<file path="src/rtl/arb_pkg.sv">
// Package: shared constants and types for the dual-thread dispatch arbiter.
// Assumes exactly two threads; bit n of every per-thread vector is thread n.
package arb_pkg;
    localparam int NTHR = 2;
    typedef logic [NTHR-1:0] thr_vec_t;
endpackage

</file>
<file path="src/rtl/miss_throttle.sv">
// Module: miss_throttle
// Counts cache-miss pulses for one thread and raises a throttle flag once the
// count reaches a nonzero threshold. Assumes a clear pulse outranks a miss
// pulse in the same cycle; the count saturates rather than wrapping.
module miss_throttle #(
    parameter int MISS_W = 4
) (
    input  logic              clk,
    input  logic              rst_n,
    input  logic              miss_i,
    input  logic              clr_i,
    input  logic [MISS_W-1:0] thresh_i,
    output logic              throttle_o
);
    localparam logic [MISS_W-1:0] CNT_MAX = {MISS_W{1'b1}};

    logic [MISS_W-1:0] cnt_q;

    // Miss count: clear first, then saturating increment.
    always_ff @(posedge clk) begin
        if (!rst_n)                       cnt_q <= '0;
        else if (clr_i)                   cnt_q <= '0;
        else if (miss_i && cnt_q != CNT_MAX) cnt_q <= cnt_q + 1'b1;
    end

    // Throttle decision from the stored count.
    always_comb throttle_o = (thresh_i != '0) && (cnt_q >= thresh_i);
endmodule

</file>
<file path="src/rtl/lp_ctl.sv">
// Module: lp_ctl
// Registers the low-power state from the raw priority inputs and runs the
// dispatch window counter. Assumes the window restarts at zero on each entry.
module lp_ctl #(
    parameter int PRIO_W = 3,
    parameter int LP_WIN = 32
) (
    input  logic              clk,
    input  logic              rst_n,
    input  logic [PRIO_W-1:0] prio0_i,
    input  logic [PRIO_W-1:0] prio1_i,
    output logic              lp_o,
    output logic              slot_ok_o
);
    localparam int WIN_W = (LP_WIN > 1) ? $clog2(LP_WIN) : 1;
    localparam logic [WIN_W-1:0] WIN_LAST = WIN_W'(LP_WIN - 1);

    logic             lp_q;
    logic [WIN_W-1:0] win_q;

    // Low-power flag: both captured priorities at the lowest level.
    always_ff @(posedge clk) begin
        if (!rst_n) lp_q <= 1'b0;
        else        lp_q <= (prio0_i == '0) && (prio1_i == '0);
    end

    // Window counter: held at zero outside low power, wraps inside it.
    always_ff @(posedge clk) begin
        if (!rst_n || !lp_q)      win_q <= '0;
        else if (win_q == WIN_LAST) win_q <= '0;
        else                      win_q <= win_q + 1'b1;
    end

    // Slot permission: always outside low power, window start inside.
    always_comb begin
        lp_o      = lp_q;
        slot_ok_o = !lp_q || (win_q == '0);
    end
endmodule

</file>
<file path="src/rtl/share_ctl.sv">
// Module: share_ctl
// Picks the winner between eligible threads. Equal priorities alternate by a
// round-robin pointer; a gap d gives the stronger thread 2^d grants per grant
// to the weaker one. Assumes the eligibility vector already includes ready.
module share_ctl #(
    parameter int PRIO_W = 3
) (
    input  logic              clk,
    input  logic              rst_n,
    input  arb_pkg::thr_vec_t elig_i,
    input  logic [PRIO_W-1:0] prio0_i,
    input  logic [PRIO_W-1:0] prio1_i,
    output arb_pkg::thr_vec_t gnt_o
);
    localparam int SHARE_W = 2 ** PRIO_W;

    logic               rr_q;      // 0: thread 0 preferred next
    logic [SHARE_W-1:0] run_q;     // consecutive grants to stronger thread
    logic               hi_sel;
    logic [PRIO_W-1:0]  diff;
    logic [SHARE_W:0]   quota;
    logic               uneq;
    arb_pkg::thr_vec_t  gnt;

    // Priority gap and the stronger thread's quota.
    always_comb begin
        uneq   = (prio0_i != prio1_i);
        hi_sel = (prio1_i > prio0_i);
        diff   = hi_sel ? (prio1_i - prio0_i) : (prio0_i - prio1_i);
        quota  = (SHARE_W + 1)'(1) << diff;
    end

    // Winner selection.
    always_comb begin
        unique case (elig_i)
            2'b01: gnt = 2'b01;
            2'b10: gnt = 2'b10;
            2'b11: begin
                if (!uneq)
                    gnt = rr_q ? 2'b10 : 2'b01;
                else if ({1'b0, run_q} < quota)
                    gnt = hi_sel ? 2'b10 : 2'b01;
                else
                    gnt = hi_sel ? 2'b01 : 2'b10;
            end
            default: gnt = 2'b00;
        endcase
        gnt_o = gnt;
    end

    // Round-robin pointer: prefer the thread not granted last.
    always_ff @(posedge clk) begin
        if (!rst_n)        rr_q <= 1'b0;
        else if (gnt != '0) rr_q <= gnt[0];
    end

    // Share run counter: advances on contested unequal grants only.
    always_ff @(posedge clk) begin
        if (!rst_n)
            run_q <= '0;
        else if (elig_i == 2'b11 && uneq) begin
            if (gnt[hi_sel]) run_q <= run_q + 1'b1;
            else             run_q <= '0;
        end
    end
endmodule

</file>
<file path="src/rtl/dual_thread_arbiter.sv">
// Module: dual_thread_arbiter (top)
// Grants one dispatch slot per cycle to one of two threads by priority,
// miss throttling, single-thread mode and a low-power slot limiter.
// Assumes software priority inputs are stable register outputs; they are
// captured each edge. In single-thread mode thread 0 is the active thread.
module dual_thread_arbiter #(
    parameter int PRIO_W = 3,
    parameter int MISS_W = 4,
    parameter int LP_WIN = 32
) (
    input  logic              clk,
    input  logic              rst_n,
    input  logic [1:0]        rdy_i,
    input  logic [PRIO_W-1:0] prio0_i,
    input  logic [PRIO_W-1:0] prio1_i,
    input  logic [1:0]        miss_i,
    input  logic [1:0]        miss_clr_i,
    input  logic [MISS_W-1:0] thresh_i,
    input  logic              solo_i,
    output logic [1:0]        gnt_o,
    output logic              lowpwr_o
);
    localparam logic [PRIO_W-1:0] PRIO_MID = PRIO_W'(2 ** (PRIO_W - 1));

    logic [PRIO_W-1:0] p0_q, p1_q;
    arb_pkg::thr_vec_t thr, idle, allow, elig;
    logic              both_low, slot_ok;

    // Priority registers, reset to the middle level.
    always_ff @(posedge clk) begin
        if (!rst_n) begin
            p0_q <= PRIO_MID;
            p1_q <= PRIO_MID;
        end else begin
            p0_q <= prio0_i;
            p1_q <= prio1_i;
        end
    end

    // Per-thread miss throttles.
    for (genvar t = 0; t < arb_pkg::NTHR; t++) begin : g_thr
        miss_throttle #(.MISS_W(MISS_W)) u_mt (
            .clk       (clk),
            .rst_n     (rst_n),
            .miss_i    (miss_i[t]),
            .clr_i     (miss_clr_i[t]),
            .thresh_i  (thresh_i),
            .throttle_o(thr[t])
        );
    end

    lp_ctl #(.PRIO_W(PRIO_W), .LP_WIN(LP_WIN)) u_lp (
        .clk      (clk),
        .rst_n    (rst_n),
        .prio0_i  (prio0_i),
        .prio1_i  (prio1_i),
        .lp_o     (lowpwr_o),
        .slot_ok_o(slot_ok)
    );

    // Eligibility: ready, not throttled, not idle, mode and slot permitting.
    always_comb begin
        both_low = (p0_q == '0) && (p1_q == '0);
        idle[0]  = (p0_q == '0) && !both_low;
        idle[1]  = (p1_q == '0) && !both_low;
        allow    = {!solo_i, 1'b1};
        elig     = rdy_i & ~thr & ~idle & allow & {2{slot_ok}};
    end

    share_ctl #(.PRIO_W(PRIO_W)) u_share (
        .clk    (clk),
        .rst_n  (rst_n),
        .elig_i (elig),
        .prio0_i(p0_q),
        .prio1_i(p1_q),
        .gnt_o  (gnt_o)
    );
endmodule

</file>
<file path="config.mk">
export PLATFORM = sky130hd
export DESIGN_NAME = dual_thread_arbiter
export DESIGN_NICKNAME = d
export VERILOG_FILES = /design/src/rtl/arb_pkg.sv /design/src/rtl/miss_throttle.sv /design/src/rtl/lp_ctl.sv /design/src/rtl/share_ctl.sv /design/src/rtl/dual_thread_arbiter.sv
export SDC_FILE = /design/constraint.sdc
export NUM_CORES = 1
export LEC_CHECK = 0
export BUFFER_PORTS_ARGS = -buffer_cell sky130_fd_sc_hd__buf_2
export CAP_MARGIN = 20
export CORE_MARGIN = 8
export CORE_UTILIZATION = 45
export DETAILED_ROUTE_END_ITERATION = 8
export PLACE_DENSITY = 0.69
export SYNTH_ARGS = -nofsm -noshare
export SYNTH_HDL_FRONTEND = slang
export SYNTH_HIERARCHICAL = 1
export SYNTH_SLANG_ARGS = --single-unit
</file>
<file path="constraint.sdc">
create_clock -name clk -period 5.5 [get_ports clk]
set_input_delay 0 -clock clk [delete_from_list [all_inputs] [get_ports clk]]
set_output_delay 0 -clock clk [all_outputs]
set_load 0.1 [all_outputs]
</file>
==> results.toml <==
[run_status]
outcome = "finished, final reports clean"

[final_layout]
final_nets = 333
final-instance-count-excl-fill = 340
antenna_cells = 0
ff_latch_area_um2 = 581
drive_above_1_share_pct = 13.2
final.fill_count = 425
multi_input_area_um2 = 1370
areaGrowthSynthToFinish_pct = 15.0
final_cell_mix = "dfxtp_1 (29), inv_1 (26), ha_1 (25)"
final_common_cell = "dfxtp_1"

[yosys]
synthArstFlopShare_pct = 0
synth_flop_cell = "dfxtp_1"
yosys_warnings = 6
synth-edff-count = 0
synth_area_leader_cell = "dfxtp_1"
syn_area_per_cell_um2 = 8.13
synth.area.top_cells = "dfxtp_1 (28%), ha_1 (15%), inv_1 (4.7%)"
syn_inst = 256
yosys.area.top_type_share_pct = 27.9
synthDistinctLibCells = 50
synthesis.nets = 302
yosysSeqAreaShare_pct = 27.9
synth-seq-cells = 29
netlist_area_um2 = 2080

[clock_network]
clk_path_buf_depth = 2
tritoncts = "built"
clkTransAtPathRegs_ns = 0.07
cts-root-buf = "clkbuf_8"
htreeDepth = 2
cts_setup_buffers = 0
cts_inserted_buffers = 5
clk_latency_ns = 0.28
cts_sinks = 29

[route]
vias = 1914
ant_nets = 0
drtIter0Drc = 81
firstDrtPassIters = 4
viasPerCell = 5.63
route.detailed.drc = 0
routedWlPerCell_um = 13.0
wl_um = 4430

[die]
core_um2 = 4410
fp.dieW_um = 84.0
initial_utilization_pct = 47.2
die_area_um2 = 7060
rows = 24
die_y_um = 84.0
io_pins = 22

[placed_design]
placed_cells = 325
hpwlAfterDp_um = 3350
place_congestion = 0.808
portBuffers = 21

[critical_path]
required_ns = 5.50
arrival_ns = 4.35
reg2reg_depth = 15
crit_family = "simple AND/OR/NAND/NOR gates"
cp_slowest_stage_delay_ns = 0.46
critPathSlowestCell = "buf_2"
path_depth = 16
critPathBufInv = 3
crit_fanout = 11
worstPathCellList = "inv_1 -> ha_1 -> inv_1 -> fa_1 -> or2_2 -> a21boi_0 -> nor2_1 -> or3_1 -> ha_1 -> nand4_1 -> nand3_1 -> nor2_1 -> o2111a_1 -> nor4b_1 -> nor3_1 -> buf_2"
critPathKind = "register to primary output"
end_kind = "primary output"
critPathLaunchType = "register"

[global_route]
antenna_found_initial = 0
grt.overflow.total = 0
grt_max_degree = 21
grt_pass1_vias = 1812
grtUsageTotal_pct = 13.2
grt_pass1_wl_um = 7830

[timing]
setup_viol = 0
hold_viol = 0
timing.final.crit_share_pct = 79.1
tightest_slew_ns = 0.549
fin_tns_setup_ns = 0
slew_headroom_pct = 62.9
max_freq_mhz = 230
clock-skew-final_ns = 0.00722
maxSlewViolCount = 0
fin_crit_ns = 4.35
rsz0062_at_grt = "false"

[hold_path]
whs_path_depth = 3
min_path_type = "input port to register"

[job]
cap_viol_max_count = 0

[power]
powerDensity_nw_per_um2 = 228
leakagePower_nw = 1.07
ir_worst_vdd_uv = 137
-- path summary, 6_finish.rpt --
| kind | to | startpoint | slack [ns] |
|---|---|---|---|
| setup / recovery | gnt_o[0] | p0_q[0]$_SDFF_PN0_ | 1.15 |
| hold / removal | g_thr[0].u_mt/cnt_q[1]$_SDFFE_PP0P_ | miss_i[0] | 0.03 |
| setup reg to reg | u_share/rr_q$_SDFFE_PN0P_ | p0_q[0]$_SDFF_PN0_ | 1.79 |
| hold reg to reg | u_lp/win_q[0]$_SDFF_PP0_ | u_lp/win_q[0]$_SDFF_PP0_ | 0.47 |
-- kinds of logic (layout without fill, tap and decap cells) --
| logic type | Yosys count | after routing | share of synthesized area, % |
|---|---|---|---|
| flops | 29 | 29 | 27.9 |
| buf+inv | 30 | 62 | 6.13 |
| xor+xnor | 3 | 3 | 1.26 |
| compound gates | 49 | 49 | 15.1 |
| fa+ha+maj | 27 | 27 | 16.9 |
| simple gates | 117 | 117 | 32.2 |
| mux | 1 | 1 | 0.481 |
-- power breakdown --
part           total [mW]  internal (mW)  switching (mW)
clock               0.192          0.113          0.0789
sequential          0.219          0.215         0.00399
combinational       0.135         0.0492          0.0854
-- cell type report --
type,instances,share of cell area (%)
clock buffer,7,4.03
clock inverter,1,0.209
inverter,26,4.08
multi-input combinational,197,57.4
sequential,29,24.3
tap,52,2.72
timing repair buffer,28,7.32
-- worst register-to-register path, stage by stage, from the launching register on --
cell and delay (ns):
dfxtp_1 0.35, inv_1 0.05, ha_1 0.19, inv_1 0.06, fa_1 0.42, or2_2 0.30
a21boi_0 0.28, nor2_1 0.17, or3_1 0.37, ha_1 0.31, nand4_1 0.08, a21oi_1 0.14
nor2_1 0.09, o2111a_1 0.24, nor4b_1 0.42, nor3_1 0.10
-- flip-flops by register name, indices dropped and copies added (netlist names) --
name,cells
g_thr.u_mt/cnt_q,8
u_share/run_q,8
u_lp/win_q,5
p0_q,3
p1_q,3
u_lp/lp_o,1
u_share/rr_q,1
-- routing by layer --
metal	track usage, %	vias up	share of wire [%]
met5	0	-	0
met4	5.97	0	1.6
met3	3.42	6	2.7
met2	22.5	28	51
met1	14.9	885	45
li1	-	995	-
-- through the flow --
stage	total power, mW	utilization [%]	hold WS [ns]	worst slack, ns	cell area (um^2)
after floorplan	0.328	-	0.0704	0.297	2080
after global placement	0.352	50.3	0.190	1.52	2220
after CTS	0.552	54.2	0.0173	1.12	2390
after detailed placement	0.354	50.3	0.190	1.43	2220
after global routing	0.583	54.2	0.0281	0.680	2390
final	0.545	54.2	0.0272	1.15	2390
-- what timing repair did --
| action | 4_1_cts | 5_1_grt |
|---|---|---|
| endpoints found under the hold margin | 7 | 0 |
| setup endpoints to repair | 0 | 0 |
| resized for setup | 0 | 0 |
| hold buffers | 7 | 0 |
-- cells in the mapped netlist, types with 6 or more instances --
cell type,instances
nand3_1,19
a21oi_1,15
nor3_1,10
o21ai_0,13
nor4_1,6
dfxtp_1,29
nor2_1,18
and3_1,7
nand2_1,15
inv_1,26
nand4_1,6
ha_1,25
(Power assumes the default switching activity.)
